[src/rtl/lifo_regout.sv]
module lifo_regout #(
  parameter int DEPTH = 8,
  parameter int WIDTH = 8
) (
  input  logic             clk,
  input  logic             rst,
  input  logic             en,
  input  logic             push,
  input  logic             pop,
  input  logic [WIDTH-1:0] din,
  output logic [WIDTH-1:0] dout
);
  localparam int CW = $clog2(DEPTH + 1);
  localparam int AW = (DEPTH > 1) ? $clog2(DEPTH) : 1;
  localparam logic [CW-1:0] FULL = CW'(DEPTH);

  logic [WIDTH-1:0] mem [DEPTH];
  logic [CW-1:0]    cnt;
  logic [WIDTH-1:0] nxt_q;

  logic             full, empty, do_push, do_pop;
  logic [CW-1:0]    new_cnt;
  logic [AW-1:0]    wr_idx, top_idx;
  logic [WIDTH-1:0] new_top;

  assign full    = (cnt == FULL);
  assign empty   = (cnt == '0);
  assign do_push = en && push && !full;
  assign do_pop  = en && !push && pop && !empty;
  assign new_cnt = do_push ? cnt + 1'b1 : (do_pop ? cnt - 1'b1 : cnt);
  assign wr_idx  = AW'(cnt);
  assign top_idx = AW'(new_cnt - 1'b1);
  assign new_top = do_push ? din : mem[top_idx];

  always_ff @(posedge clk) begin
    if (do_push) mem[wr_idx] <= din;
  end

  always_ff @(posedge clk) begin
    if (rst) begin
      cnt   <= '0;
      nxt_q <= '0;
      dout  <= '0;
    end else if (en) begin
      cnt  <= new_cnt;
      dout <= nxt_q;
      if (new_cnt != '0) nxt_q <= new_top;
    end
  end

  a_r2_hold: assert property (@(posedge clk) disable iff (rst)
    !en |=> ($stable(dout) && $stable(cnt)));

  a_r3_push_count: assert property (@(posedge clk) disable iff (rst)
    (en && push && cnt < FULL) |=> (cnt == $past(cnt) + 1'b1));

  a_r4_full_drop: assert property (@(posedge clk) disable iff (rst)
    (en && push && full) |=> (cnt == FULL));

  a_r4_no_overflow: assert property (@(posedge clk) disable iff (rst)
    cnt <= FULL);

  a_r7_out_from_next: assert property (@(posedge clk) disable iff (rst)
    en |=> (dout == $past(nxt_q)));
endmodule

[config.mk]
export PLATFORM = sky130hd
export DESIGN_NAME = lifo_regout
export DESIGN_NICKNAME = d
export VERILOG_FILES = /design/src/rtl/lifo_regout.sv
export SDC_FILE = /design/constraint.sdc
export NUM_CORES = 1
export LEC_CHECK = 0
export BUFFER_PORTS_ARGS = -buffer_cell sky130_fd_sc_hd__buf_4
export CAP_MARGIN = 20
export CORE_UTILIZATION = 60
export DETAILED_ROUTE_END_ITERATION = 10
export PLACE_DENSITY = 0.87
export SYNTH_ARGS = -nofsm -noshare
export SYNTH_HDL_FRONTEND = slang
export SYNTH_SLANG_ARGS = --single-unit
[constraint.sdc]
create_clock -name clk -period 7.15 [get_ports clk]
set_input_delay 0.715 -clock clk [delete_from_list [all_inputs] [get_ports clk]]
set_output_delay 0.715 -clock clk [all_outputs]
set_load 0.005 [all_outputs]
### Yosys cells after proc, flatten, opt, wreduce, memory -nomap -nowiden

Memory sizes are Yosys's and may differ from the RTL's. A register that Yosys moved wholly into a read port is not among the register bits.
Index checks and enable logic that the tools add are counted.

| storage, ports and cells | value |
|---|---|
| input port bits | 13 |
| flip-flop bits (word level) | 12 |
| output and inout bits | 8 |
| word-level logic and storage cells | 22 |
| RAM bits | 64 |
| memories kept | 1 |

Memories:

| name | words | bits a word | read ports | clocked after Yosys merged registers in | wr ports | line | RTL |
|---|---|---|---|---|---|---|---|
| mem | 8 | 8 | 1 | 1 | 1 | 17 | `logic [WIDTH-1:0] mem [DEPTH];` |

| cells by class | value |
|---|---|
| add/sub/neg operators | 3 |
| reductions and logical operators | 11 |
| eq/ne operators | 1 |
| multiplexer cells | 4 |

Operator list:

| operator | number |
|---|---|
| two-way mux 4 bit | 2 |
| logical AND 1 bit | 5 |
| adder 4 x 1 -> 4 bit (second input constant) | 1 |
| == test 4 bit (second input constant) | 1 |
| logical NOT 4 bit | 1 |
| nonzero test 4 bit | 1 |
| subtractor 4 x 1 -> 4 bit (second input constant) | 1 |
| logical NOT 1 bit | 3 |
| subtractor 3 x 1 -> 3 bit (second input constant) | 1 |
| two-way mux 1 bit | 2 |
| AND reduction 2 bit | 1 |

### Depth between registers and ports, before layout

Gate-level depths: netlist (run 1).

| logic depth | value |
|---|---|
| depth after elaboration | 8 |
| mapped depth | 15 |
| mapped depth without buffers | 13 |

### Worst setup path before layout (run 1)

OpenSTA, ideal clock, no wires.

| path | value |
|---|---|
| path kind | register to register |
| start | register cnt[0] |
| end | register nxt_q[0], read port of mem |
| buffers on the path | 4 |
| stages on the path, launching flop included | 15 |
| required time | 7033 ps |
| setup slack | 3402 ps |
| data arrival time | 3630 ps |
| setup time | 117 ps |
| period minus slack after synthesis | 3748 ps |
| cells stage by stage | dfxtp_1 -> buf_4 -> inv_1 -> ha_1 -> or3b_4 -> a21o_1 -> a21oi_4 -> nor2_4 -> ha_1 -> buf_2 -> buf_2 -> clkbuf_1 -> mux2i_1 -> o2111ai_1 -> a32o_2 |

| on the way | value |
|---|---|
| cells in the longest elaborated chain, start to end | 7 |
| elaborated cells on any way between the ends | 13 |
| those cells by class | 3 x add/sub; 1 x eq/ne; 2 x mux; 7 x reduce/logical |

Ends and longest elaborated chain:

| item | line | RTL |
|---|---|---|
| from (decl) | 18 | `logic [CW-1:0] cnt;` |
| from (signal assigned) | 45 | `cnt <= new_cnt;` |
| parallel branches: the longest is 4 deep, another holds subtractor 4 x 1 -> 4 bit | - |  |
| two-way mux 4 bit (*) | 30 | `assign new_cnt = do_push ? cnt + 1'b1 : (do_pop ? cnt - 1'b1 : cnt);` |
| parallel branches: the longest is 2 deep, another holds subtractor 3 x 1 -> 3 bit | - |  |
| to (decl) | 19 | `logic [WIDTH-1:0] nxt_q;` |

Mark *: on every way between the ends.
A chain may end at the register's enable or synchronous reset.

### Worst setup path after layout (run 1)

Same ends and word-level chain as after synthesis.

==> reports/results.tsv, run 1 <==
stage	metric	value	unit
sta	Slew Limit Fails	0	
sta	Worst slew margin	0.3110	
die	Die Ht	82.09	um
logic_synthesis	main area contributors after synthesis	edfxtp_1, dfxtp_1, mux2i_1	
logic_synthesis	Yosys cell types	58	
logic_synthesis	sequential-to-total area share from yosys stat	0.6034	
logic_synthesis	synthesized flop and latch total	84	
sta	final hold viol count	0	
pwr	Leakage	0.001515	uW
sta	RSZ-0062 raised after global routing	no	
worst_setup_path	CP Max Fanout	47	
routing	DRC viols	0	
clock_tree	worst skew pair latency	0.36	ns
pwr	PnR Total Power	1086	uW
flow_run	number of max-cap violations	0	
sta	period utilisation layout	0.6474	
clock_tree	Post-CTS Setup Bufs	0	
worst_setup_path	Crit Path Category	flop to flop	
clock_tree	total CTS buffers	9	
sta	final setup fails	0	
pwr	Sw Share	0.2958	
placement	Final Wtd Congestion	0.8738	
pwr	NetSw	321.3	uW
clock_tree	CTS tree	built	
grt	grt ovf	0	
routing	WL per Instance	19.04	um
logic_synthesis	synthesized cell area	0.003849	mm2
placement	PortBufs	20	
clock_tree	Clock Sinks	84	
logic_synthesis	ys flop type	edfxtp_1	
die	IO Pins	21	
clock_tree	Root Driver	clkbuf_8	
die	die width	82.09	um
worst_setup_path	Worst Path Required	7.41	ns
routing	vias per cell	6.202	
logic_synthesis	number of synthesized flops with an enable pin	64	
placement	post-DP HPWL	5146	um
clock_tree	clock-pin slew of the registers on the worst-case setup and hold paths	0.09	ns
sta	Max Clock Freq	0.2160	GHz
worst_setup_path	crit end category	flop	
logic_synthesis	Net Count, Synth	304	
sta	actual slew at the worst max-slew pin	1.026	ns
grt	first-pass GRT wire length	11460	um
grt	initial antenna violation count	0	
die	# rows	28	
routing	detailed-route via count	2400	
final_layout	# nets final	324	
pwr	Clock Power Share	0.297	
die	area of the die	0.006739	mm2
final_layout	diode count	0	
routing	antenna-violating nets left	0	
logic_synthesis	ys async rst share	0	
logic_synthesis	count leader, synth	edfxtp_1	
final_layout	Area Overhead vs Synth	10.24	%
outcome	status	finished clean	
pwr	Peak VDD IR	0.0002299	V
logic_synthesis	yosys warns	0	
clock_tree	Gates resized, CTS repair	0	
routing	Pre-antenna DRT Iters	4	
clock_tree	# H-tree levels	3	
logic_synthesis	Mapped Avg Cell Area	13.41	um2
pwr	Internal	764.9	uW
die	Initial Util	0.6350	
final_layout	layout cell share with drive strength beyond 1	0.2212	
pwr	sequential share of power	0.512	
hold_path	HP Class	flop to flop	
clock_tree	CTS Hold Bufs	0	
logic_synthesis	Yosys top cell area share	0.4993	
grt	vias in the first global route	2204	
die	Core ar.	0.006061	mm2
grt	pin count of the biggest net entering global routing	48	
clock_tree	CTS Buffer Depth	2	
logic_synthesis	Post-synth top cells	edfxtp_1, dfxtp_1, mux2i_1	
grt	gr usage total	0.2432	
pwr	PwrDens	256.0	mW/mm2
routing	initial DRC count	212	
worst_setup_path	Critical Path AT	4.89	ns
sta	clk_skew	0.005707	ns
logic_synthesis	Synth area leader	edfxtp_1	
worst_setup_path	startpoint types	flop	
sta	post-route setup TNS	0	ns
logic_synthesis	Synth Instances	287	
sta	Tmin final	4.629	ns
routing	final WL	7368	um
pwr	Comb pwr share	0.192	
==> layout by cell type (no fill, tap or decap), drive strengths merged, types with 2 or more instances in the layout <==
master   netlist  layout
clkinv         0       2
nand3b         3       3
o21ai          4       4
nor2          18      18
nor4           2       2
a32o           7       7
and2           2       2
o211ai         7       7
dfxtp         20      20
nor3           8       8
mux2i         19      19
edfxtp        64      64
a221oi         8       8
xor2           2       2
nand3         12      12
o2111ai        7       7
o41ai          2       2
inv           12      16
mux2           7       7
a21oi         12      12
clkbuf         6       9
o21a           2       2
a2111oi        7       7
a211oi         3       3
ha             4       4
nand2          6       6
buf           12      27
nor2b         16      16
==> power by group through the flow <==
stage               registers [uW]  logic, uW  clock network, uW
finish                         556        208                322
global route                   558        225                346
CTS                            555        207                326
detailed placement             567        205                  0
global placement               565        202                  0
floorplan                      561        162                  0
==> state kept, by name, indices dropped and copies added (netlist names) <==
name / cells
cnt: 4
dout: 8
nxt_q: 8
mem: 64
==> metal layers <==
metal  track usage  share of wire  vias to the layer above
met2        0.3818           0.48                       80
li1              -              -                     1157
met3       0.07473          0.061                       11
met4       0.06667          0.012                        0
met5             0              0                        -
met1        0.3282           0.45                     1152
==> cells by family after synthesis <==
| group | Yosys count | share of synthesized area |
|---|---|---|
| flops | 84 | 0.6034 |
| xor+xnor | 3 | 0.01366 |
| fa+ha+maj | 4 | 0.01300 |
| mux | 26 | 0.06990 |
| compound gates | 66 | 0.1564 |
| buf+inv | 30 | 0.03576 |
| simple gates | 74 | 0.1079 |
==> worst max-delay path: stages (launching register included) <==
cell      delay (ns)
dfxtp_1         0.55
inv_1           0.21
ha_1            0.32
or2b_1          0.25
o21a_1          0.23
nand2_1         0.07
a221oi_1        0.63
ha_1            0.24
buf_4           0.47
xor2_1          0.22
nand3_1         0.10
nor4_1          0.40
or2_1           0.35
a21oi_1         0.14
a32o_2          0.29
==> final timing paths <==
kind	startpoint	end	slack [ns]	cells past startpoint
worst max register to register	cnt[0]	nxt_q[0]	2.52	14
worst min-delay path	nxt_q[1]	nxt_q[1]	0.48	1
worst min register to register	nxt_q[1]	nxt_q[1]	0.48	1
worst max-delay path	cnt[0]	nxt_q[0]	2.52	14
==> stage by stage <==
step                hold WS [ns]  setup WS, ns    util  cells  instance area [um2]
floorplan                 0.4417         3.402       -    287                 3849
global placement          0.4532         2.827  0.6674    370                 4045
detailed placement        0.4597         2.617  0.6674    370                 4045
CTS                       0.4810         2.596  0.6992    386                 4238
global route              0.5112         2.204  0.7000    387                 4243
finish                    0.4828         2.521  0.7000    387                 4243
==> layout make-up <==
type / count / area [um2]
Inverter: 12 / 45.04
Sequential cell: 84 / 2322
Multi-Input combinational cell: 173 / 1389
Timing Repair Buffer: 27 / 200.2
Clock inverter: 7 / 68.82
Tap cell: 75 / 93.84
Fill cell: 390 / 1818
Clock buffer: 9 / 123.9
No activity file was read; power rests on OpenSTA's default activity.
==> run 2, diff against run 1 <==
CORE_UTILIZATION = 54   (was 60)
PLACE_DENSITY = 0.83   (was 0.87)
clock period = 4.2 ns   (was 7.15 ns; I/O delays follow)
==> run 2 against run 1 <==
Effect of this change: non-clock buffer count rose by 3; total power rose by 74%; via count rose by 2.4%; die area rose by 11%.
==> reports/results.tsv, run 2 (synthesized netlist as in run 1, its figures left out) <==
stage	metric	value	unit	change
pwr	PwrDens	439.0	mW/mm2	+71%
final_layout	commonest non-fill, non-tap cell in the layout	edfxtp_1		
clock_tree	clock-pin slew of the registers on the worst-case setup and hold paths	0.09	ns	about the same
sta	final setup fails	0		unchanged
die	Die Ht	86.42	um	+5.3%
routing	initial DRC count	210		-0.94%
routing	vias per cell	5.981		-3.6%
pwr	Leakage	0.001541	uW	+1.7%
grt	gr usage total	0.2292		-0.01406
routing	Pre-antenna DRT Iters	4		unchanged
worst_setup_path	capturing point of the worst reg2reg path	nxt_q[3]		
clock_tree	Root Driver	clkbuf_8		
final_layout	top flop regs	mem x64, dout x8, nxt_q x8		
worst_setup_path	worst setup path startpoint	cnt[0]		
clock_tree	CTS Buffer Depth	2		unchanged
final_layout	Final Util	0.6313		-0.06872
pwr	sequential share of power	0.499		-0.013
placement	PortBufs	20		unchanged
clock_tree	Clock Sinks	84		unchanged
pwr	Comb pwr share	0.194		+0.002
sta	Worst slew margin	0.4441		+0.1331
routing	final WL	7907	um	+7.3%
worst_setup_path	Crit Path Category	flop to flop		
routing	detailed-route via count	2458		+2.4%
final_layout	Design Area, Final	0.004313	mm2	+1.7%
worst_setup_path	FF-to-FF path depth	13		-1
grt	met1 Use GR	0.2972		-0.03094
sta	Min Hold Slack	0.3157	ns	-0.1671 ns
grt	vias in the first global route	2425		+10%
pwr	Sw Share	0.2810		-0.01485
outcome	status	finished clean		
placement	Placed Area	0.004094	mm2	+1.2%
pwr	Internal	1361	uW	+78%
grt	first-pass GRT wire length	12320	um	+7.5%
grt	pin count of the biggest net entering global routing	47		-2.1%
sta	RSZ-0062 raised after global routing	no		
pwr	NetSw	532.0	uW	+66%
pwr	Peak VDD IR	0.0003154	V	+37%
sta	post-route setup TNS	0	ns	unchanged
hold_path	HP Class	input port to flop		
final_layout	# nets final	327		+0.93%
sta	period utilisation layout	0.9265		+0.2791
final_layout	diode count	0		unchanged
grt	GR Util met3	0.04762		-0.02711
die	area of the die	0.007468	mm2	+11%
sta	Slew Limit Fails	0		unchanged
sta	Tmin final	3.892	ns	-0.7375 ns
worst_setup_path	startpoint types	flop		
placement	Final Wtd Congestion	0.8550		-2.2%
die	IO Pins	21		unchanged
sta	Max Clock Freq	0.2570	GHz	+19%
hold_path	hold path start	din[5]		
grt	initial antenna violation count	0		unchanged
clock_tree	total CTS buffers	9		unchanged
final_layout	commonest cells after routing, fill and taps aside	edfxtp_1, buf_4, dfxtp_1		
die	Core ar.	0.006832	mm2	+13%
worst_setup_path	CP Max Fanout	15		-68%
worst_setup_path	crit end category	flop		
worst_setup_path	reg2reg start	cnt[0]		
routing	WL per Instance	19.24	um	+1.0%
worst_setup_path	R2R Setup Slk	0.31	ns	-2.21 ns
sta	clk_skew	0.009559	ns	+0.003852 ns
clock_tree	worst skew pair latency	0.36	ns	about the same
routing	DRC viols	0		unchanged
grt	grt ovf	0		unchanged
clock_tree	CTS tree	built		
routing	antenna-violating nets left	0		unchanged
die	# rows	30		+7.1%
clock_tree	# H-tree levels	3		unchanged
die	die width	86.42	um	+5.3%
grt	busiest layer in global routing	met2		
worst_setup_path	Worst Path Required	4.46	ns	-2.95 ns
die	Initial Util	0.5634		-0.07164
final_layout	max FFs per register	64		unchanged
placement	post-DP HPWL	5349	um	+3.9%
grt	met2 Use GR	0.3752		-0.006638
flow_run	number of max-cap violations	0		unchanged
sta	final hold viol count	0		unchanged
worst_setup_path	Setup crit end	nxt_q[3]		
worst_setup_path	Critical Path AT	4.15	ns	-0.74 ns
final_layout	Area Overhead vs Synth	12.06	%	
final_layout	Biggest register	mem		
pwr	PnR Total Power	1893	uW	+74%
final_layout	layout cell share with drive strength beyond 1	0.2317		+0.01059
sta	actual slew at the worst max-slew pin	0.8293	ns	-0.1963 ns
pwr	Clock Power Share	0.307		+0.010
[run 2: power groups by stage]
stage / clock network, uW / registers [uW] / logic, uW
floorplan: 0 / 954 / 276
finish: 580 / 945 / 368
global placement: 0 / 961 / 353
CTS: 592 / 944 / 361
global route: 620 / 947 / 400
detailed placement: 0 / 963 / 359
[run 2: worst max-delay path, cell delays in order, from the launching register on]
cell and delay, ns:
dfxtp_1 0.32, inv_1 0.17, ha_1 0.34, or3b_4 0.43, a21o_1 0.24, a21oi_4 0.36, nor2_4 0.14, ha_1 0.36
xor2_1 0.17, nand3_1 0.09, nor4_1 0.07, nor2_2 0.52, o211ai_1 0.27, a32o_1 0.30
[run 2: stage by stage]
stage,setup slack [ns],std cells
after floorplan,0.4525,287
after global placement,0.3910,394
after detailed placement,0.3107,394
after CTS,0.2895,410
after global routing,0.05567,411
final,0.3085,411
[run 2: layout make-up]
| class | instances | area [um2] |
|---|---|---|
| multi-input combinational | 173 | 1391 |
| timing repair buffer | 30 | 229.0 |
| tap | 96 | 120.1 |
| fill | 537 | 2519 |
| sequential | 84 | 2322 |
| clock buffer | 9 | 123.9 |
| inverter | 12 | 45.04 |
| clock inverter | 7 | 81.33 |
[run 2: metal layers]
metal	part of all wire	wire length (um)	vias up
li1	-	-	1161
met1	0.42	3360	1201
met2	0.49	3902	85
met3	0.066	519	11
met4	0.016	124	0
met5	0	0	-
[run 2: repair_timing]
| action | CTS | global route |
|---|---|---|
| buffers inserted | 0 | 0 |
| hold buffers | 0 | 0 |
| resized for setup | 0 | 2 |
| setup endpoints to repair | 0 | 7 |
[run 2: worst min-delay path by stage]
| stage | endpoint | slack [ns] | cells after the start |
|---|---|---|---|
| 3_5_place_dp | nxt_q[2] | 0.46 | 1 |
| 4_1_cts | mem[4][5] | 0.30 | 1 |
| 2_1_floorplan | nxt_q[1] | 0.44 | 1 |
| 3_3_place_gp | nxt_q[2] | 0.46 | 1 |
| 6_report | mem[4][5] | 0.32 | 1 |
| 5_1_grt | mem[4][5] | 0.31 | 1 |
==> run 3, diff against run 2 <==
PLACE_DENSITY = 0.84   (was 0.83)
==> run 3 against run 2 <==
Effect of this change: clock-buffer cell count unchanged; cell count increased by 0.24%; first-iteration DRC count is 17% higher; non-clock buffer count is 1 higher; core utilization is 0.48 points lower; sequential power about the same; wire length rose by 0.85%; total power decreased by 3.5%; critical path type unchanged.
==> reports/results.tsv, run 3 (synthesized netlist as in run 1, its figures left out) <==
stage	metric	value	unit	change
outcome	status	finished clean		
pwr	Peak VDD IR	0.0002285	V	-28%
final_layout	commonest non-fill, non-tap cell in the layout	edfxtp_1		
grt	vias in the first global route	2353		-3.0%
final_layout	Final Non-Filler Cells	412		+0.24%
worst_setup_path	startpoint types	flop		
die	Core ar.	0.006832	mm2	unchanged
sta	post-route setup TNS	0	ns	unchanged
placement	placed insts	395		+0.25%
clock_tree	# H-tree levels	3		unchanged
routing	WL per Instance	19.35	um	+0.60%
routing	detailed-route via count	2430		-1.1%
placement	PortBufs	20		unchanged
clock_tree	total CTS buffers	9		unchanged
worst_setup_path	crit end category	flop		
clock_tree	CTS tree	built		
sta	Slew Limit Fails	0		unchanged
worst_setup_path	R2R Setup Slk	0.32	ns	+0.02 ns
worst_setup_path	Critical Path AT	4.14	ns	about the same
final_layout	layout cell share with drive strength beyond 1	0.2278		-0.003898
die	Initial Util	0.5634		unchanged
clock_tree	CTS Buffer Depth	2		unchanged
clock_tree	worst skew pair latency	0.37	ns	about the same
sta	final hold viol count	0		unchanged
routing	initial DRC count	246		+17%
sta	actual slew at the worst max-slew pin	0.7763	ns	-0.05297 ns
clock_tree	Root Driver	clkbuf_8		
sta	Max Clock Freq	0.2580	GHz	+0.41%
die	Die Ht	86.42	um	unchanged
grt	grt ovf	0		unchanged
routing	final WL	7974	um	+0.85%
routing	Pre-antenna DRT Iters	5		+1
sta	RSZ-0062 raised after global routing	no		
final_layout	Biggest register	mem		
sta	final setup fails	0		unchanged
routing	antenna-violating nets left	0		unchanged
final_layout	Area Overhead vs Synth	11.22	%	
worst_setup_path	CP Max Fanout	10		-5
clock_tree	clock-pin slew of the registers on the worst-case setup and hold paths	0.09	ns	about the same
die	IO Pins	21		unchanged
final_layout	Final Util	0.6266		-0.004762
sta	Worst slew margin	0.4796		+0.03551
placement	Final Wtd Congestion	0.8680		+1.5%
sta	period utilisation layout	0.9228		-0.003745
worst_setup_path	Worst Path Required	4.46	ns	about the same
grt	gr usage total	0.2321		+0.002946
final_layout	top flop regs	mem x64, dout x8, nxt_q x8		
placement	post-DP HPWL	5409	um	+1.1%
hold_path	HP Class	input port to flop		
die	die width	86.42	um	unchanged
die	area of the die	0.007468	mm2	unchanged
final_layout	Multi-input gate area	0.001389	mm2	-0.18%
grt	pin count of the biggest net entering global routing	47		unchanged
final_layout	commonest cells after routing, fill and taps aside	edfxtp_1, buf_4, dfxtp_1		
final_layout	max FFs per register	64		unchanged
pwr	PwrDens	426.8	mW/mm2	-2.8%
clock_tree	Post-CTS Setup Bufs	0		unchanged
sta	Tmin final	3.876	ns	-0.01573 ns
sta	clk_skew	0.01159	ns	+0.002035 ns
die	# rows	30		unchanged
grt	initial antenna violation count	0		unchanged
clock_tree	CTS Hold Bufs	0		unchanged
routing	vias per cell	5.898		-1.4%
final_layout	# nets final	328		+0.31%
grt	first-pass GRT wire length	12550	um	+1.9%
final_layout	FF+latch area	0.002322	mm2	unchanged
clock_tree	Clock Sinks	84		unchanged
final_layout	diode count	0		unchanged
routing	DRC viols	0		unchanged
worst_setup_path	Crit Path Category	flop to flop		
pwr	Leakage	0.001522	uW	-1.2%
flow_run	number of max-cap violations	0		unchanged
clock_tree	Gates resized, CTS repair	0		unchanged
final_layout	Layout fillers	528		-1.7%
-- run 3: cell count changes in the layout (fill, tap and decap cells not counted), sizes merged --
cell and delta:
clkbuf -1, clkinvlp +2, inv -2, clkinv +1
buf +2, bufinv -1
-- run 3: layout make-up --
| cell class | instances | share of cell area |
|---|---|---|
| sequential | 84 | 0.5425 |
| multi-input combinational | 173 | 0.3245 |
| timing repair buffer | 31 | 0.05379 |
| clock buffer | 9 | 0.02894 |
| tap | 96 | 0.02806 |
| clock inverter | 7 | 0.01169 |
| inverter | 12 | 0.01052 |
-- run 3: worst max-delay path, cell delays in order (launching register included) --
cell and delay (ns):
dfxtp_1 0.31, inv_1 0.17, ha_1 0.33, or3b_4 0.43, a21o_1 0.24, a21oi_4 0.35, nor2_4 0.07, ha_1 0.33
xor2_1 0.20, nand3_1 0.10, nor4_1 0.42, or2_1 0.39, a21oi_1 0.13, a32o_2 0.29
-- run 3: per-stage QoR --
stage               total power [uW]  worst slack, ns  hold WS, ns  cell area, um2
floorplan                       1230           0.4525       0.4417            3849
global placement                1315           0.5124       0.4629            4094
detailed placement              1327           0.4110       0.4753            4101
CTS                             1828           0.3943       0.3134            4275
global route                    1894          0.06560       0.3070            4280
finish                          1827           0.3242       0.3129            4280
-- run 3: power breakdown --
part	leakage [uW]	switching, uW	internal, uW
clock network	0.0000837	298	216
registers	0.000741	18.0	924
logic	0.000697	219	152
-- run 3: worst paths after layout --
| path | start | to | cells past startpoint |
|---|---|---|---|
| worst max register to register | cnt[0] | nxt_q[6] | 13 |
| worst min-delay path | din[2] | mem[0][2] | 1 |
| worst max-delay path | cnt[0] | nxt_q[6] | 13 |
| worst min register to register | nxt_q[3] | nxt_q[3] | 1 |
-- run 3: routing by layer --
metal | wire [um] | part of all wire | global-route usage | vias to the layer above
met5 | 0 | 0 | 0 | -
met4 | 158 | 0.020 | 0.1015 | 0
met3 | 540 | 0.068 | 0.05048 | 17
met2 | 3739 | 0.47 | 0.3557 | 82
met1 | 3534 | 0.44 | 0.3206 | 1171
li1 | - | - | - | 1160
